==> src/rtl/regcmd_pkg.sv <==
package regcmd_pkg;

    localparam logic [7:0] CH_SP = 8'h20;
    localparam logic [7:0] CH_CR = 8'h0D;
    localparam logic [7:0] CH_LF = 8'h0A;
    localparam logic [7:0] CH_W  = 8'h57;
    localparam logic [7:0] CH_R  = 8'h52;
    localparam logic [7:0] CH_D  = 8'h44;

    typedef enum logic [3:0] {
        P_IDLE,
        P_OPW,
        P_OPR,
        P_SEP,
        P_IDX,
        P_AFTIDX,
        P_VAL,
        P_VALN,
        P_TAIL,
        P_SKIP
    } pstate_e;

    typedef struct packed {
        logic       sp;
        logic       term;
        logic       hex;
        logic [3:0] nib;
        logic       dig;
        logic [3:0] dec;
    } chcls_t;

    function automatic logic [7:0] nib2asc(input logic [3:0] n);
        if (n < 4'd10) return 8'h30 + {4'd0, n};
        return 8'h37 + {4'd0, n};
    endfunction

endpackage

==> src/rtl/char_class.sv <==
module char_class
    import regcmd_pkg::*;
(
    input  logic [7:0] ch_i,
    output chcls_t     cls_o
);
    always_comb begin
        cls_o      = '0;
        cls_o.sp   = (ch_i == CH_SP);
        cls_o.term = (ch_i == CH_CR) || (ch_i == CH_LF);
        cls_o.dec  = ch_i[3:0];
        if (ch_i >= 8'h30 && ch_i <= 8'h39) begin
            cls_o.dig = 1'b1;
            cls_o.hex = 1'b1;
            cls_o.nib = ch_i[3:0];
        end else if (ch_i >= 8'h41 && ch_i <= 8'h46) begin
            cls_o.hex = 1'b1;
            cls_o.nib = ch_i[3:0] + 4'd9;
        end else if (ch_i >= 8'h61 && ch_i <= 8'h66) begin
            cls_o.hex = 1'b1;
            cls_o.nib = ch_i[3:0] + 4'd9;
        end
    end
endmodule

==> src/rtl/cfg_regfile.sv <==
module cfg_regfile #(
    parameter int NREG = 4,
    parameter int DW   = 8,
    parameter int IW   = 2
) (
    input  logic               clk,
    input  logic               rst_n,
    input  logic               we_i,
    input  logic [IW-1:0]      waddr_i,
    input  logic [DW-1:0]      wdata_i,
    input  logic [IW-1:0]      raddr_i,
    output logic [DW-1:0]      rdata_o,
    output logic [NREG*DW-1:0] flat_o
);
    logic [DW-1:0] regs_d [NREG];
    logic [DW-1:0] regs_q [NREG];

    always_comb begin
        regs_d = regs_q;
        if (we_i) regs_d[waddr_i] = wdata_i;
    end

    always_ff @(posedge clk) begin
        if (!rst_n) begin
            for (int k = 0; k < NREG; k++) regs_q[k] <= '0;
        end else begin
            regs_q <= regs_d;
        end
    end

    assign rdata_o = regs_q[raddr_i];

    for (genvar g = 0; g < NREG; g++) begin : g_lane
        assign flat_o[g*DW +: DW] = regs_q[g];
    end
endmodule

==> src/rtl/hex_reply_tx.sv <==
module hex_reply_tx
    import regcmd_pkg::*;
#(
    parameter int DW = 8
) (
    input  logic          clk,
    input  logic          rst_n,
    input  logic          load_i,
    input  logic [DW-1:0] value_i,
    input  logic          tx_ready_i,
    output logic          tx_valid_o,
    output logic [7:0]    tx_data_o,
    output logic          busy_o
);
    localparam int HEXD  = DW / 4;
    localparam int NBYTE = HEXD + 2;
    localparam int PW    = $clog2(NBYTE);

    typedef struct packed {
        logic          busy;
        logic [PW-1:0] pos;
        logic [DW-1:0] val;
    } tx_st_t;

    tx_st_t tx_d, tx_q;

    always_comb begin
        tx_d = tx_q;
        if (load_i) begin
            tx_d.busy = 1'b1;
            tx_d.pos  = '0;
            tx_d.val  = value_i;
        end else if (tx_q.busy && tx_ready_i) begin
            if (int'(tx_q.pos) == NBYTE - 1) begin
                tx_d.busy = 1'b0;
                tx_d.pos  = '0;
            end else begin
                tx_d.pos = tx_q.pos + 1'b1;
                tx_d.val = tx_q.val << 4;
            end
        end
    end

    always_ff @(posedge clk) begin
        if (!rst_n) tx_q <= '0;
        else        tx_q <= tx_d;
    end

    always_comb begin
        if (int'(tx_q.pos) < HEXD)       tx_data_o = nib2asc(tx_q.val[DW-1 -: 4]);
        else if (int'(tx_q.pos) == HEXD) tx_data_o = CH_CR;
        else                             tx_data_o = CH_LF;
    end

    assign tx_valid_o = tx_q.busy;
    assign busy_o     = tx_q.busy;
endmodule

==> src/rtl/regcmd_parser.sv <==
module regcmd_parser
    import regcmd_pkg::*;
#(
    parameter int NREG = 4,
    parameter int DW   = 8
) (
    input  logic               clk,
    input  logic               rst_n,
    input  logic [7:0]         rx_data_i,
    input  logic               rx_valid_i,
    output logic               rx_ready_o,
    output logic [7:0]         tx_data_o,
    output logic               tx_valid_o,
    input  logic               tx_ready_i,
    output logic [NREG*DW-1:0] regs_o
);
    localparam int IW   = (NREG > 1) ? $clog2(NREG) : 1;
    localparam int HEXD = DW / 4;
    localparam int NDW  = $clog2(HEXD + 1);

    typedef struct packed {
        pstate_e        state;
        logic           wr;
        logic [IW-1:0]  idx;
        logic [DW-1:0]  val;
        logic [NDW-1:0] ndig;
    } ps_t;

    ps_t           ps_d, ps_q;
    chcls_t        cls;
    logic          rx_fire, wr_en, rd_go, tx_busy;
    logic [DW-1:0] rdata;

    char_class u_cls (.ch_i(rx_data_i), .cls_o(cls));

    assign rx_ready_o = !tx_busy;
    assign rx_fire    = rx_valid_i && rx_ready_o;

    always_comb begin
        ps_d  = ps_q;
        wr_en = 1'b0;
        rd_go = 1'b0;
        if (rx_fire) begin
            case (ps_q.state)
                P_IDLE: begin
                    if (cls.sp || cls.term) ps_d.state = P_IDLE;
                    else if (rx_data_i == CH_W) begin
                        ps_d.state = P_OPW;
                        ps_d.wr    = 1'b1;
                    end else if (rx_data_i == CH_R) begin
                        ps_d.state = P_OPR;
                        ps_d.wr    = 1'b0;
                    end else ps_d.state = P_SKIP;
                end
                P_OPW: begin
                    if (rx_data_i == CH_R) ps_d.state = P_SEP;
                    else if (cls.term)     ps_d.state = P_IDLE;
                    else                   ps_d.state = P_SKIP;
                end
                P_OPR: begin
                    if (rx_data_i == CH_D) ps_d.state = P_SEP;
                    else if (cls.term)     ps_d.state = P_IDLE;
                    else                   ps_d.state = P_SKIP;
                end
                P_SEP: begin
                    if (cls.sp)        ps_d.state = P_IDX;
                    else if (cls.term) ps_d.state = P_IDLE;
                    else               ps_d.state = P_SKIP;
                end
                P_IDX: begin
                    if (cls.sp) ps_d.state = P_IDX;
                    else if (cls.dig && int'(cls.dec) < NREG) begin
                        ps_d.idx   = cls.dec[IW-1:0];
                        ps_d.state = P_AFTIDX;
                    end else if (cls.term) ps_d.state = P_IDLE;
                    else ps_d.state = P_SKIP;
                end
                P_AFTIDX: begin
                    if (cls.term) begin
                        rd_go      = !ps_q.wr;
                        ps_d.state = P_IDLE;
                    end else if (cls.sp) ps_d.state = ps_q.wr ? P_VAL : P_TAIL;
                    else ps_d.state = P_SKIP;
                end
                P_VAL: begin
                    if (cls.sp) ps_d.state = P_VAL;
                    else if (cls.hex) begin
                        ps_d.val   = {{(DW-4){1'b0}}, cls.nib};
                        ps_d.ndig  = NDW'(1);
                        ps_d.state = P_VALN;
                    end else if (cls.term) ps_d.state = P_IDLE;
                    else ps_d.state = P_SKIP;
                end
                P_VALN: begin
                    if (cls.hex && int'(ps_q.ndig) < HEXD) begin
                        ps_d.val  = {ps_q.val[DW-5:0], cls.nib};
                        ps_d.ndig = ps_q.ndig + 1'b1;
                    end else if (cls.sp) ps_d.state = P_TAIL;
                    else if (cls.term) begin
                        wr_en      = 1'b1;
                        ps_d.state = P_IDLE;
                    end else ps_d.state = P_SKIP;
                end
                P_TAIL: begin
                    if (cls.sp) ps_d.state = P_TAIL;
                    else if (cls.term) begin
                        wr_en      = ps_q.wr;
                        rd_go      = !ps_q.wr;
                        ps_d.state = P_IDLE;
                    end else ps_d.state = P_SKIP;
                end
                P_SKIP: begin
                    if (cls.term) ps_d.state = P_IDLE;
                end
                default: ps_d.state = P_IDLE;
            endcase
        end
    end

    always_ff @(posedge clk) begin
        if (!rst_n) begin
            ps_q       <= '0;
            ps_q.state <= P_IDLE;
        end else begin
            ps_q <= ps_d;
        end
    end

    cfg_regfile #(.NREG(NREG), .DW(DW), .IW(IW)) u_rf (
        .clk     (clk),
        .rst_n   (rst_n),
        .we_i    (wr_en),
        .waddr_i (ps_q.idx),
        .wdata_i (ps_q.val),
        .raddr_i (ps_q.idx),
        .rdata_o (rdata),
        .flat_o  (regs_o)
    );

    hex_reply_tx #(.DW(DW)) u_tx (
        .clk        (clk),
        .rst_n      (rst_n),
        .load_i     (rd_go),
        .value_i    (rdata),
        .tx_ready_i (tx_ready_i),
        .tx_valid_o (tx_valid_o),
        .tx_data_o  (tx_data_o),
        .busy_o     (tx_busy)
    );
endmodule

==> config.mk <==
export PLATFORM = sky130hd
export DESIGN_NAME = regcmd_parser
export DESIGN_NICKNAME = d
export VERILOG_FILES = /design/src/rtl/regcmd_pkg.sv /design/src/rtl/char_class.sv /design/src/rtl/cfg_regfile.sv /design/src/rtl/hex_reply_tx.sv /design/src/rtl/regcmd_parser.sv
export SDC_FILE = /design/constraint.sdc
export NUM_CORES = 1
export LEC_CHECK = 0
export BUFFER_PORTS_ARGS = -buffer_cell sky130_fd_sc_hd__buf_2
export CORE_MARGIN = 5
export CORE_UTILIZATION = 25
export DETAILED_ROUTE_END_ITERATION = 8
export PLACE_DENSITY = 0.52
export SLEW_MARGIN = 20
export SYNTH_ARGS = -nofsm -noshare
export SYNTH_HDL_FRONTEND = slang
export SYNTH_SLANG_ARGS = --single-unit
==> constraint.sdc <==
create_clock -name clk -period 2.59 [get_ports clk]
set_input_delay 0.3885 -clock clk [delete_from_list [all_inputs] [get_ports clk]]
set_output_delay 0.3885 -clock clk [all_outputs]
set_load 0.02 [all_outputs]
# --- After elaboration in Yosys (flattened, before gate mapping) ---
# Index checks and enable logic that the tools add are counted.
totals:
  in_bits: 12
  ff_bits: 60
  wordCells: 135
  output_inout_bits: 42
classes:
  addsub: 5
  bitwise_logic: 4
  n_mux: 55
  order_cmp: 12
  eq_ne: 23
  n_reduce_logical: 24
op_table:
  columns: ["operator", "count"]
  rows:
  - ["$mux 4", 16]
  - ["$mux 8", 7]
  - ["$pmux 4 s10", 1]
  - ["$bwmux 32", 1]
  - ["$mux 10", 3]
  - ["$eq 8x7->1 const B", 3]
  - ["$mux 11", 2]
  - ["$mux 5", 4]
  - ["$pmux 10 s2", 1]
  - ["$bmux 8 s2", 1]
  - ["$demux 8 s2", 1]
  - ["$eq 4x3->1 const B", 4]
  - ["$eq 8x4->1 const B", 2]
  - ["$ge 8x7->1 const B", 2]
  - ["$le 8x7->1 const B", 2]
  - ["$add 6x4->7 const A", 2]
  - ["$mux 1", 14]
  - ["$ne 2x2->1 const B", 6]
  - ["$eq 4x2->1 const B", 2]
  - ["$eq 4x4->1 const B", 2]
  - ["$eq 8x6->1 const B", 1]
  - ["$ge 8x6->1 const B", 1]
  - ["$le 8x6->1 const B", 1]
  - ["$logic_and 1x1->1", 8]
  - ["other kinds (24)", 36]

# --- Depth between registers and ports, before layout ---
depth:
  ltp_word: 9
  ltp_mapped: 10
  mapped_depth_nobuf: 8

# --- Modules after synthesis ---
# A second synthesis with hierarchy kept.
hier_totals:
  cells_unflattened: 393
  hier_area_um2: 3463.3
by_module_without_submodules:
  columns: ["mod", "area_per_inst_um2", "seq_area_each_um2", "n_inst", "cells_each"]
  rows:
  - ["cfg_regfile", 1367.6, 640.6, 1, 125]
  - ["regcmd_parser", 1179.9, 340.3, 1, 151]
  - ["hex_reply_tx", 605.6, 220.2, 1, 79]
  - ["char_class", 310.3, 0.0, 1, 38]

# --- Worst setup path after synthesis ---
# OpenSTA, ideal clock, no wires.
synth_path:
  path_kind: "input to register"
  startpoint: "input rx_data_i[0]"
  endpoint: "register u_rf.regs_q, in the netlist u_rf.flat_o[7]"
  cell_stages: 10
  setup_slack_ps: 577
  t_required_ps: 2475
  arrival_time_ps: 1898
  n_path_buf: 2
  setup_time_ps: 115
  cell_sequence: "inv_1 -> ha_1 -> mux2_4 -> nand4_4 -> nor3_2 -> or3b_1 -> buf_6 -> buf_12 -> nand3_2 -> o21ai_2"
synth_via:
  elab_chain_len: 9
  word_cells_on_any_way: 24
  cone_classes: "order compare: 6; eq/ne: 3; mux: 10; reduce/logical: 5"
synth_lines:
  columns: ["element", "line_no", "rtl"]
  rows:
  - ["from (decl)", "regcmd_parser.sv:9", "input logic [7:0] rx_data_i,"]
  - ["$ge 8x7->1 / $le 8x7->1 (equally long branches)", "char_class.sv:19", "end else if (ch_i >= 8'h61 && ch_i <= 8'h66) begin"]
  - ["$logic_and 1x1->1", "char_class.sv:19", null]
  - ["$mux 5", "char_class.sv:19", null]
  - ["$mux 5", "char_class.sv:16", "end else if (ch_i >= 8'h41 && ch_i <= 8'h46) begin"]
  - ["$mux 5", "char_class.sv:12", "if (ch_i >= 8'h30 && ch_i <= 8'h39) begin"]
  - ["$logic_and 1x1->1", "regcmd_parser.sv:95", "if (cls.hex && int'(ps_q.ndig) < HEXD) begin"]
  - ["$mux 1", "regcmd_parser.sv:95", null]
  - ["$pmux 1 s2 *", "regcmd_parser.sv:44", "case (ps_q.state)"]
  - ["$mux 1 *", "regcmd_parser.sv:43", "if (rx_fire) begin"]
  - ["to (signal assigned)", "cfg_regfile.sv:27", "regs_q <= regs_d;"]
  - ["to (decl)", "cfg_regfile.sv:16", "logic [DW-1:0] regs_q [NREG];"]
# Mark *: on every way between the ends. The rest lies on a longest branch, timed or not.
# A chain may end at the register's enable or synchronous reset.

# --- Final worst setup path ---
layout_path:
  startpoint: "register ps_q[16] (netlist bit)"
  endpoint: "register ps_q[16] (netlist bit)"
layout_via:
  elab_chain_len: 3
  word_cells_on_any_way: 14
  cone_classes: "eq/ne: 11; mux: 1; reduce/logical: 2"
layout_lines:
  columns: ["element", "line_no", "rtl"]
  rows:
  - ["from (decl)", "regcmd_parser.sv:29", "ps_t ps_d, ps_q;"]
  - ["from (signal assigned)", "regcmd_parser.sv:125", "ps_q <= ps_d;"]
  - ["$eq 4x3->1 / $eq 4x4->1 (equally long branches)", "regcmd_parser.sv:44", null]
  - ["$ne 2x2->1 (no line)", null, null]
  - ["$reduce_and 3->1 (no line)", null, null]
# Several ways; a longest one is shown, not always the timed one.

==> run summary <==
outcome: finished clean
Leakage Power: 1.64 nW
switching pwr: 0.000486 W
Ports: 54
RSZ-0062 raised after global routing: no
total nets after synthesis: 388
Internal Power: 0.00184 W
largest net degree at the start of global routing: 30
vias in the first global route: 2840
GP Congestion: 0.804
worst r2r src: ps_q[16]
Relative slew margins: 0.461
critical path required time: 2.84 ns
Clock power frac: 0.541
PortBufs: 52
Multi-input gate area: 1920 sq um
Fin Setup TNS: 0 ns
top_reg_cell synth: dfxtp_1
maximum clock frequency: 457 MHz
R2R Path End: ps_q[16]
Net Sw Frac: 0.209
GRT Util Overall: 0.112
total CTS buffers: 9
synth-to-layout area growth: 22.6%
Setup crit start: ps_q[16]
Mapped Area: 3290 sq um
kind of critical path: reg2reg
layout cells sized above 1: 0.267
first-pass GRT wire length: 14300 microns
#FFs+latches synth: 60
syn avg cell area: 8.92 sq um
clock transition at the registers of the reported paths: 0.05 ns
post-CTS sizing: 0
Clock Tree Root: clkbuf_16
worst path bufs/invs: 0
Reg2Reg Depth: 6
cell breakdown of the critical path: and4b_1 -> nor2b_1 -> o21ai_0 -> a21boi_0 -> o21ai_0 -> o21ai_1
total grt overflow: 0
# diodes: 0
Synth Instances: 369
initial antenna violation count: 0
Crit Path Max Fanout: 17
vias per cell: 4.76
Worst Tran Pin Value: 0.807 ns
worst stage delay on the critical path: 0.50 ns
Detailed Place HPWL: 6470 microns
Top cell by count, worst path: o21ai_0
Power Total: 0.00233 W
Worst Setup Slack, final: 0.403 ns
cell with the most instances after synthesis: dfxtp_1
fillers: 1389
Final Hold Viols: 0
row count: 42
Post-DRT Antenna Nets: 0
core area: 13100 sq um
PwrDens: 577 nW/um^2
final net count: 437
Max Clock Skew: 0.00452 ns
initial core utilization: 0.252
Worst VDD drop: 0.310 mV
asr flop ratio synth: 0
drc violations: 0
DR pass1 iterations: 4
postcts setup bufs: 0
Flop pwr share: 0.403
fin area: 4040 sq um
R2R Setup Slk: 0.40 ns
yosys warns: 0
max-slew violations: 0
via count: 2851
Hold Crit Class: in2reg
Combinational Power Share: 0.056
DP Area: 3720 sq um
Crit path arrival time: 2.44 ns
final setup fails: 0
clock tree buffer depth: 2
overall routed net length: 8600 microns
clock sinks: 60
hold bufs inserted after CTS: 0
H-tree depth: 3
CTS tree: built
routed len/inst: 14.4 microns
synth cell count leaders: dfxtp_1, nand3_1, o21ai_0, nand2_1, clkbuf_1
CP max-delay cell: and4b_1
fin crit share: 0.844
DP Worst Slack: 0.167 ns
Post-synth EDFFs: 0
Die Width: 125 microns
die height: 125 microns
Yosys top cell area share: 0.365
Crit. End Element: register
top cells by area, synth: dfxtp_1, nand3_1, mux4_2
Seq. cell area: 1200 sq um
Final min period: 2.19 ns
post-synthesis sequential area ratio: 0.365
die area: 15600 sq um
clk_lat worst skew: 0.32 ns
hold_ws: 0.358 ns
cell taking the most area after synthesis: dfxtp_1
Max Cap Viol: 0
startpoint types: register
cell family with most CP delay: simple AND/OR/NAND/NOR gates
end of the critical path: ps_q[16]
Netlist cell types: 68
Initial DRC Count: 115
stages on the worst setup path: 6
-- worst register-to-register path, stage by stage (launching register included) --
cell and delay [ns]:
dfxtp_1 0.46, and4b_1 0.50, nor2b_1 0.34, o21ai_0 0.19
a21boi_0 0.40, o21ai_0 0.13, o21ai_1 0.10
-- layout by cell type, fill, tap and decap left out, types with 3 or more instances in the layout --
| master | count |
|---|---|
| dfxtp_1 | 60 |
| buf_2 | 52 |
| nand3_1 | 45 |
| o21ai_0 | 35 |
| nand2_1 | 30 |
| nor2_1 | 15 |
| nor2b_1 | 12 |
| buf_4 | 12 |
| a21oi_1 | 11 |
| a21boi_0 | 10 |
| clkbuf_16 | 9 |
| mux4_2 | 8 |
| inv_1 | 8 |
| o21ai_2 | 8 |
| mux2i_1 | 7 |
| o211a_1 | 7 |
| nand2b_1 | 7 |
| ha_1 | 7 |
| and3_1 | 4 |
| nand3b_1 | 3 |
| o31ai_1 | 3 |
| nor3_1 | 3 |
| nor4b_1 | 3 |
| or2_2 | 3 |
| nor2_2 | 3 |
| clkinv_2 | 3 |
-- sequential cells by signal (all words and copies together), names as in the netlist --
register,flops
u_tx.busy_o,1
u_tx.tx_q,10
ps_q,17
u_rf.flat_o,32
-- per-layer routing --
metal | global-route usage | up-vias | share of wire
li1 | - | 1453 | -
met1 | 0.139 | 1328 | 0.45
met2 | 0.187 | 64 | 0.48
met3 | 0.0364 | 6 | 0.052
met4 | 0.0316 | 0 | 0.0099
met5 | 0 | - | 0
-- power groups by stage --
stage               registers (W)  clock network [W]  logic (W)
floorplan                0.000952                  0  0.0000956
global placement         0.000957                  0   0.000126
detailed placement       0.000957                  0   0.000128
CTS                      0.000937            0.00129   0.000129
global route             0.000938            0.00133   0.000142
finish                   0.000938            0.00126   0.000130
-- cell type report --
cell class,count,area share
multi-input combinational,275,0.475
sequential,60,0.298
timing repair buffer,64,0.0868
clock buffer,11,0.0601
tap,176,0.0546
clock inverter,5,0.0186
inverter,8,0.00744
-- cell families after synthesis --
group | synth area share
and+or+nand+nor | 0.259
buffers and inverters | 0.0528
adders and majority gates | 0.0266
AOI/OAI and AO/OA | 0.212
muxes | 0.0806
other | 0.00114
DFF | 0.365
xor gates and xnor gates | 0.00266
-- metrics by stage --
| stage | instances | util |
|---|---|---|
| global placement | 583 | 0.284 |
| floorplan | 369 | - |
| finish | 599 | 0.308 |
| detailed placement | 583 | 0.284 |
| global route | 599 | 0.308 |
| CTS | 599 | 0.308 |
-- worst min path at each step --
stage / start / end / cells past startpoint
floorplan: ps_q[9] / ps_q[9] / 2
global route: tx_ready_i / u_tx.tx_q[9] / 3
CTS: tx_ready_i / u_tx.tx_q[9] / 3
detailed placement: ps_q[9] / ps_q[9] / 2
global placement: ps_q[9] / ps_q[9] / 2
finish: tx_ready_i / u_tx.tx_q[9] / 3
Power figures use the tool's default switching activity.
